==> config.mk <==
export PLATFORM = sky130hd
export DESIGN_NAME = rb_bypass_unit
export DESIGN_NICKNAME = d
export VERILOG_FILES = /design/src/rtl/rb_pkg.sv /design/src/rtl/rb_tag_match.sv /design/src/rtl/rb_fwd_chain.sv /design/src/rtl/rb_operand_pick.sv /design/src/rtl/rb_bypass_unit.sv
export SDC_FILE = /design/constraint.sdc
export NUM_CORES = 1
export LEC_CHECK = 0
export BUFFER_PORTS_ARGS = -buffer_cell sky130_fd_sc_hd__buf_2
export CAP_MARGIN = 20
export CORE_MARGIN = 1.5
export CORE_UTILIZATION = 47
export CTS_CLUSTER_SIZE = 25
export DETAILED_ROUTE_END_ITERATION = 10
export GPL_ROUTABILITY_DRIVEN = 0
export GPL_TIMING_DRIVEN = 0
export HOLD_SLACK_MARGIN = 0.12
export PLACE_DENSITY_LB_ADDON = 0.15
export RECOVER_POWER = 25
export REMOVE_ABC_BUFFERS = 1
export SYNTH_ARGS = -nofsm -noshare
export SYNTH_HDL_FRONTEND = slang
export SYNTH_SLANG_ARGS = --single-unit
==> constraint.sdc <==
create_clock -name clk -period 2.53 [get_ports clk]
set_clock_uncertainty 0.05 [all_clocks]
set_input_delay 0.1265 -clock clk [delete_from_list [all_inputs] [get_ports clk]]
set_output_delay 0.1265 -clock clk [all_outputs]
set_load 0.01 [all_outputs]
==> src/rtl/rb_pkg.sv <==
package rb_pkg;

    localparam int unsigned RB_DATA_W  = 32;
    localparam int unsigned RB_REG_W   = 4;
    localparam int unsigned RB_DEPTH   = 2;

    typedef enum logic [1:0] {
        PICK_RF   = 2'd0,
        PICK_FWD  = 2'd1,
        PICK_PC   = 2'd2
    } pick_kind_e;

endpackage

==> src/rtl/rb_tag_match.sv <==
module rb_tag_match #(
    parameter int unsigned RW = 4
) (
    input  logic [RW-1:0] tag_a,
    input  logic [RW-1:0] tag_b,
    input  logic          tag_vld,
    output logic          hit
);
    logic [RW-1:0] bit_eq;

    // per-bit equality, then a wide AND
    for (genvar gi = 0; gi < RW; gi++) begin : g_bit
        assign bit_eq[gi] = ~(tag_a[gi] ^ tag_b[gi]);
    end

    assign hit = tag_vld & (&bit_eq);

endmodule

==> src/rtl/rb_fwd_chain.sv <==
module rb_fwd_chain #(
    parameter int unsigned DW    = 32,
    parameter int unsigned RW    = 4,
    parameter int unsigned DEPTH = 2
) (
    input  logic                           clk,
    input  logic                           rst,
    input  logic [DW-1:0]                  in_val,
    input  logic [RW-1:0]                  in_tag,
    input  logic                           in_vld,
    output logic [DEPTH-1:0]               ent_vld,
    output logic [DEPTH-1:0][RW-1:0]       ent_tag,
    output logic [DEPTH-1:0][DW-1:0]       ent_val
);
    typedef struct packed {
        logic          vld;
        logic [RW-1:0] tag;
        logic [DW-1:0] val;
    } ent_t;

    ent_t [DEPTH-1:0] ent_d;
    ent_t [DEPTH-1:0] ent_q;

    // next-state: entry 0 takes the execute result, others shift one place
    always_comb begin
        ent_d[0].vld = in_vld;
        ent_d[0].tag = in_tag;
        ent_d[0].val = in_val;
        for (int i = 1; i < DEPTH; i++) begin
            ent_d[i] = ent_q[i-1];
        end
    end

    always_ff @(posedge clk) begin
        if (rst) begin
            for (int i = 0; i < DEPTH; i++) begin
                ent_q[i].vld <= 1'b0;
            end
        end else begin
            ent_q <= ent_d;
        end
    end

    for (genvar gi = 0; gi < DEPTH; gi++) begin : g_out
        assign ent_vld[gi] = ent_q[gi].vld;
        assign ent_tag[gi] = ent_q[gi].tag;
        assign ent_val[gi] = ent_q[gi].val;
    end

endmodule

==> src/rtl/rb_operand_pick.sv <==
module rb_operand_pick
    import rb_pkg::*;
#(
    parameter int unsigned DW     = 32,
    parameter int unsigned RW     = 4,
    parameter int unsigned DEPTH  = 2,
    parameter bit          USE_PC = 1'b1
) (
    input  logic [RW-1:0]              src_idx,
    input  logic [DW-1:0]              rf_val,
    input  logic [DW-1:0]              pc_val,
    input  logic                       is_branch,
    input  logic [DEPTH-1:0]           ent_vld,
    input  logic [DEPTH-1:0][RW-1:0]   ent_tag,
    input  logic [DEPTH-1:0][DW-1:0]   ent_val,
    output logic [DW-1:0]              opnd
);
    localparam int unsigned IDX_W = (DEPTH > 1) ? $clog2(DEPTH) : 1;

    logic [DEPTH-1:0] hit;
    logic             pc_take;
    pick_kind_e       kind;
    logic [IDX_W-1:0] fwd_idx;

    for (genvar gi = 0; gi < DEPTH; gi++) begin : g_cmp
        rb_tag_match #(.RW(RW)) cmp_i (
            .tag_a   (ent_tag[gi]),
            .tag_b   (src_idx),
            .tag_vld (ent_vld[gi]),
            .hit     (hit[gi])
        );
    end

    if (USE_PC) begin : g_pc
        assign pc_take = is_branch;
    end else begin : g_nopc
        logic unused_pc;
        assign unused_pc = is_branch ^ (|pc_val);
        assign pc_take   = 1'b0;
    end

    // priority: PC (if enabled), youngest hit, ..., register file
    always_comb begin
        kind    = PICK_RF;
        fwd_idx = '0;
        for (int i = DEPTH - 1; i >= 0; i--) begin
            if (hit[i]) begin
                kind    = PICK_FWD;
                fwd_idx = IDX_W'(i);
            end
        end
        if (pc_take) begin
            kind = PICK_PC;
        end
    end

    always_comb begin
        unique case (kind)
            PICK_PC:  opnd = pc_val;
            PICK_FWD: opnd = ent_val[fwd_idx];
            default:  opnd = rf_val;
        endcase
    end

endmodule

==> src/rtl/rb_bypass_unit.sv <==
module rb_bypass_unit
    import rb_pkg::*;
#(
    parameter int unsigned DW    = RB_DATA_W,
    parameter int unsigned RW    = RB_REG_W,
    parameter int unsigned DEPTH = RB_DEPTH
) (
    input  logic          clk,
    input  logic          rst,
    input  logic [DW-1:0] ex_result,
    input  logic [RW-1:0] ex_dest,
    input  logic          ex_wr_en,
    input  logic [RW-1:0] src1_idx,
    input  logic [RW-1:0] src2_idx,
    input  logic [DW-1:0] rf_val1,
    input  logic [DW-1:0] rf_val2,
    input  logic [DW-1:0] pc_copy,
    input  logic          is_branch,
    output logic [DW-1:0] op1_out,
    output logic [DW-1:0] op2_out
);
    logic [DEPTH-1:0]         ent_vld;
    logic [DEPTH-1:0][RW-1:0] ent_tag;
    logic [DEPTH-1:0][DW-1:0] ent_val;

    rb_fwd_chain #(.DW(DW), .RW(RW), .DEPTH(DEPTH)) chain_i (
        .clk     (clk),
        .rst     (rst),
        .in_val  (ex_result),
        .in_tag  (ex_dest),
        .in_vld  (ex_wr_en),
        .ent_vld (ent_vld),
        .ent_tag (ent_tag),
        .ent_val (ent_val)
    );

    rb_operand_pick #(.DW(DW), .RW(RW), .DEPTH(DEPTH), .USE_PC(1'b1)) pick1_i (
        .src_idx   (src1_idx),
        .rf_val    (rf_val1),
        .pc_val    (pc_copy),
        .is_branch (is_branch),
        .ent_vld   (ent_vld),
        .ent_tag   (ent_tag),
        .ent_val   (ent_val),
        .opnd      (op1_out)
    );

    rb_operand_pick #(.DW(DW), .RW(RW), .DEPTH(DEPTH), .USE_PC(1'b0)) pick2_i (
        .src_idx   (src2_idx),
        .rf_val    (rf_val2),
        .pc_val    (pc_copy),
        .is_branch (is_branch),
        .ent_vld   (ent_vld),
        .ent_tag   (ent_tag),
        .ent_val   (ent_val),
        .opnd      (op2_out)
    );

endmodule

# Yosys cells after proc, flatten, opt, wreduce, memory -nomap -nowiden

Cells that the tools add are included.

Memory bits (writable): 0
Memories: 0
Input bits: 144
Memory bits (read-only): 0
Output and inout bits: 64
Flip-flop bits (word level): 74
Logic and storage cells: 67
Bits in latches: 0

Bitwise logic cells: 36
$add $sub $neg: 0
Order comparisons: 2
Div/mod/pow operators: 0
Multiply operators: 0
Shifts and indexed selects: 0
Muxes and demuxes: 15
Reductions and logical operators: 4
Eq/ne operators: 4

Operators with widths:

| kind                                                        | number |
|---|---|
| 2-to-1 mux 32 bit                                           | 4 |
| one-hot mux 32 bit (2 select lines)                         | 2 |
| inverter 1 bit                                              | 16 |
| AND reduction 4 bit                                         | 4 |
| bitwise XOR 1 bit                                           | 16 |
| 2-to-1 mux 1 bit                                            | 7 |
| AND 1 bit                                                   | 4 |
| equality test 2 x 1 -> 1 bit (second input constant)        | 2 |
| equality test 2 bit (second input constant)                 | 2 |
| less-than comparator 1 x 2 -> 1 bit (second input constant) | 2 |
| 2-to-1 mux 2 bit                                            | 2 |

# Logic depth before layout (Yosys ltp)

Word-level depth: 9
Mapped depth: 6
Depth with buffers taken out: 4

# By module

From an unflattened synthesis, not the netlist that was laid out.

Cell total of the unflattened synthesis: 366
Area, all modules: 4360.4 um^2

By module, submodules not included:

| module                     | area each (um^2) | sequential area each (um^2) | cells an instance | instances |
|---|---|---|---|---|
| rb_fwd_chain               | 2218.4           | 2202.1                      | 77                | 1 |
| rb_operand_pick at pick1_i | 1167.4           | 0.0                         | 146               | 1 |
| rb_operand_pick at pick2_i | 714.4            | 0.0                         | 107               | 1 |
| rb_tag_match               | 65.1             | 0.0                         | 9                 | 4 |

# Worst setup path before layout

No wires, ideal clock.

Path type: input port to flip-flop
From: input rst
To: register chain_i.ent_q, in the netlist chain_i.ent_tag[0] (enable)
Setup time: 0.426 ns
Stages: 1
Slack: 0.532 ns
Data required time: 2.054 ns
Arrival time: 1.523 ns
Path buffers: 0
Path through: inv_1

RTL lines:

| element                | line                | text |
|---|---|---|
| start: declaration     | rb_bypass_unit.sv:9 | `input logic rst,` |
| end signal: assignment | rb_fwd_chain.sv:40  | `ent_q <= ent_d;` |
| end: declaration       | rb_fwd_chain.sv:22  | `ent_t [DEPTH-1:0] ent_q;` |

No word-level cell between the ends.

# Final worst setup path

From: register chain_i.ent_q, in the netlist chain_i.ent_vld[1]
To: output op1_out[30]

Cells in the longest elaborated chain, start to end: 6
Elaborated cells between the ends (all ways): 11
Those cells by class: eq/ne: 2; mux: 8; bitwise: 1

Ends and longest elaborated chain:

| element                                                    | line                                         | text |
|---|---|---|
| AND 1 bit (*)                                              | rb_tag_match.sv:16                           | `assign hit = tag_vld & (&bit_eq);` |
| 2-to-1 mux 1 bit (2 in a row)                              | rb_operand_pick.sv:47                        | `if (hit[i]) begin` |
| 2-to-1 mux 2 bit or 2-to-1 mux 32 bit (tied branches)      | rb_operand_pick.sv:52, rb_operand_pick.sv:60 |  |
| equality test 2 x 1 -> 1 bit, or another cell as far along | rb_operand_pick.sv:58                        | `unique case (kind)` |
| one-hot mux 32 bit (2 select lines) (*)                    | rb_operand_pick.sv:58                        |  |
| end: declaration                                           | rb_bypass_unit.sv:19                         | `output logic [DW-1:0] op1_out,` |

Every way passes the cells marked *; elsewhere a longest branch is shown, timed or not. The select of a mux whose other input is x is not followed.

==> impl_results.rst <==
.. list-table::
   :header-rows: 1

   * - Metric
     - Value
   * - Grt total ovfl
     - 0
   * - Reg-to-reg endpoint
     - chain_i.ent_tag[4]
   * - Crit. End Element
     - primary output
   * - DRC violations left
     - 0
   * - First-pass GRT wire length
     - 23,170 um
   * - Post-Place Cells
     - roughly 680
   * - Worst setup slack for register-to-register paths
     - 1490 ps
   * - Crit Reg-Reg Startpoint
     - chain_i.ent_tag[0]
   * - Clock tree from TritonCTS
     - done
   * - Number of buffer cells added on primary ports
     - slightly above 200
   * - Delay of the slowest critical-path stage
     - 650 ps
   * - Worst min-delay path class
     - in2reg
   * - Number of antenna violations at the first check in global routing
     - 0
   * - Critical path fanouts, max
     - 18
   * - Placed Instance Area
     - 0.005428 mm2
   * - Number of pins with negative max-slew slack in the final report
     - 0
   * - Most common cell after layout, fill and taps aside
     - buf_2
   * - PD cells
     - 521.1 mW/mm2
   * - WL/cell
     - 20.83 um
   * - Clock transition at the register clock pins on the worst setup and hold paths after CTS
     - 80 ps
   * - Overall die area
     - 0.009574 mm2
   * - Post-synthesis cell area
     - about 0.0042 mm2
   * - Worst slack after detailed placement
     - -647.7 ps
   * - Root buffer cell
     - clkbuf_8
   * - Count of cells along the worst hold path
     - 2
   * - Chip Height
     - 97.85 um
   * - Diodes inserted
     - 0
   * - Wire length after detailed routing
     - 15,480 um
   * - Latest clock arrival within the worst-skew pair
     - 350 ps
   * - Final nets
     - roughly 770
   * - Sequential standard cell area
     - between 0.002 and 0.0025 mm2
   * - Transition time at the pin with the least slew margin
     - 987.4 ps
   * - DR iter-0 viols
     - 355
   * - Total clock sinks
     - between 70 and 80
   * - Sequential element share of the synthesized area
     - a little over half
   * - Worst reg-to-reg path cell count
     - 1
   * - Flip-flop and latch count after synthesis
     - 74
   * - Placed wire-length estimate after detailed placement
     - 9572 um
   * - Fraction of final layout cells with drive strength greater than 1
     - 42.05%
   * - Average cell area after synthesis
     - around 11 um2
   * - Hold Violations, Final
     - 0
   * - Chip width
     - approximately 100 um
   * - Count of flip-flops with a built-in enable after synthesis
     - 72
   * - CTS max path bufs
     - 2
   * - Most frequent cells in the layout
     - buf_2, edfxtp_1, nor3_1
   * - Setup tns final
     - 0 ps
   * - Remaining max-slew budget at the tightest pin
     - 34.18%
   * - Syn Inst Count
     - 396
   * - Slowest cell on the critical path
     - dfxtp_2
   * - Share of flip-flops with an asynchronous set or reset
     - 0%
   * - Total CTS buffers
     - 9
   * - Smallest setup slack after layout
     - between 70 and 80 ps
   * - Status
     - completed
   * - Pre-Repair DR Iteration Count
     - 5
   * - Vias in the first global route
     - 4,661
   * - Yosys top cell by area
     - edfxtp_1
   * - LEAKAGE
     - approximately 2.5 nW
   * - Worst hold start
     - ex_dest[1]
   * - Max Fclk
     - slightly above 0.4 GHz
   * - CP arrival
     - approximately 2300 ps
   * - Post-layout util
     - 72.86%
   * - Max-cap viol count
     - 0
   * - Vias per Instance
     - 6.256
   * - Post-layout minimum cycle time
     - 2457 ps
   * - Area contributors post-synth
     - edfxtp_1, nor3_1, o221a_1, o21ai_0, a31oi_1
   * - All-Layer GR Usage
     - 30.68%
   * - Most frequently used flop master after synthesis
     - edfxtp_1
   * - Critical path required time
     - 2350 ps
   * - Total of warnings raised by yosys
     - 0
   * - Count of vias placed by the detailed router
     - 4,648
   * - Maximum VDD drop
     - 0.3998 mV
   * - Core Box Area
     - a little under 0.009 mm2
   * - Endpoint with the worst hold slack
     - chain_i.ent_tag[1]
   * - H-tree level count
     - 3
   * - Critical path, cell by cell
     - buf_16, and2_1, o2111ai_4, buf_8, o221a_1, buf_2
   * - Total area of multi-input combinational cells
     - 0.002049 mm2
   * - Number of nets still failing antenna checks after routing
     - 0
   * - Post-Route Hold Slack
     - 433.5 ps
   * - Synth-to-Final Area Change
     - 50.28%
   * - CP Launch Type
     - flop
   * - Unrepaired setup endpoints after global routing
     - yes
   * - Fillers
     - 641
   * - Number of core rows
     - 34
   * - IO Pins
     - 208
   * - Final clock period utilization by the worst path
     - 97.10%
   * - Initial cell density of the core
     - 48.48%
   * - Overall power consumption
     - 3.311 mW
   * - Setup violations, final
     - 0
   * - Post-synth top area share
     - 51.14%
   * - Yosys cell types
     - 31
   * - Largest net degree at the start of global routing
     - between 70 and 80
   * - Class of the most critical setup path
     - reg2out
   * - Non-Filler Cell Area, Final
     - 0.006354 mm2
   * - Final Instance Count excl. Fillers
     - about 740
## timing repair
item | CTS | global route
hold endpoints to repair | 38 | 0
hold buffers | 38 | 0
buffers inserted | 7 | 6
gates cloned | 0 | 1
pin swaps | 5 | 4
setup endpoints to repair | 64 | 64
resized for setup | 19 | 13
## power by group
part | internal (mW) | switching (mW)
Sequential | 1.45 | 0.0758
Combinational | 0.374 | 0.429
Clock | 0.555 | 0.424
Total | 2.38 | 0.929
## critical path, delay by kind of cell (launching register included)
| kind | cells | cell delay, ps |
|---|---|---|
| DFF | 1 | 650 |
| buffers and inverters | 3 | 580 |
| AOI/OAI and AO/OA | 2 | 430 |
| and+or+nand+nor | 1 | 250 |
## cell usage after synthesis, types with 2 or more instances
cell,n
nand3_1,15
clkbuf_1,33
o221a_1,21
xnor2_1,16
and3_1,3
a221o_1,11
edfxtp_1,72
nor2b_1,3
nand2_1,15
o21ai_0,42
nand4_1,32
a31oi_1,32
a2bb2oi_1,21
buf_2,10
nor3_1,53
dfxtp_1,2
## cells by family after synthesis
kind of cell    synth area share [%]
xor+xnor                       3.522
buf+inv                        4.942
compound gates                 23.79
flops                          52.09
simple gates                   15.66
## layout make-up
class                   instances  share of cell area [%]
clock inverters                 3                   1.004
well taps                     108                   2.127
multi-input cells             275                   32.26
repair buffers                268                   27.59
clock buffers                  13                   2.186
flip-flops and latches         74                   34.68
inverters                       2                  0.1575
## registers in the layout (all words and copies together), names as in the netlist
register,cells
chain_i.ent_val,64
chain_i.ent_tag,8
chain_i.ent_vld,2
## worst max path at each step
| stage | start | to | slack [ps] | cells past startpoint |
|---|---|---|---|---|
| finish | chain_i.ent_vld[1] | op1_out[30] | 70 | 6 |
| CTS | chain_i.ent_tag[4] | op2_out[15] | -30 | 5 |
| detailed placement | chain_i.ent_tag[4] | op2_out[15] | -650 | 5 |
| global placement | chain_i.ent_tag[4] | op2_out[21] | -2640 | 5 |
| floorplan | chain_i.ent_tag[4] | op2_out[0] | -520 | 4 |
| global route | chain_i.ent_tag[2] | op1_out[30] | -30 | 6 |
## layer usage
layer | share of wire, % | track usage, % | up-vias | wire length, um
met5 | 0 | 0 | - | 0
met3 | 10 | 5.011 | 39 | 1595
met2 | 50 | 51.78 | 327 | 7753
li1 | - | - | 2092 | -
met4 | 2.0 | 12.20 | 0 | 306
met1 | 38 | 39.54 | 2190 | 5823
(Power assumes the default switching activity.)
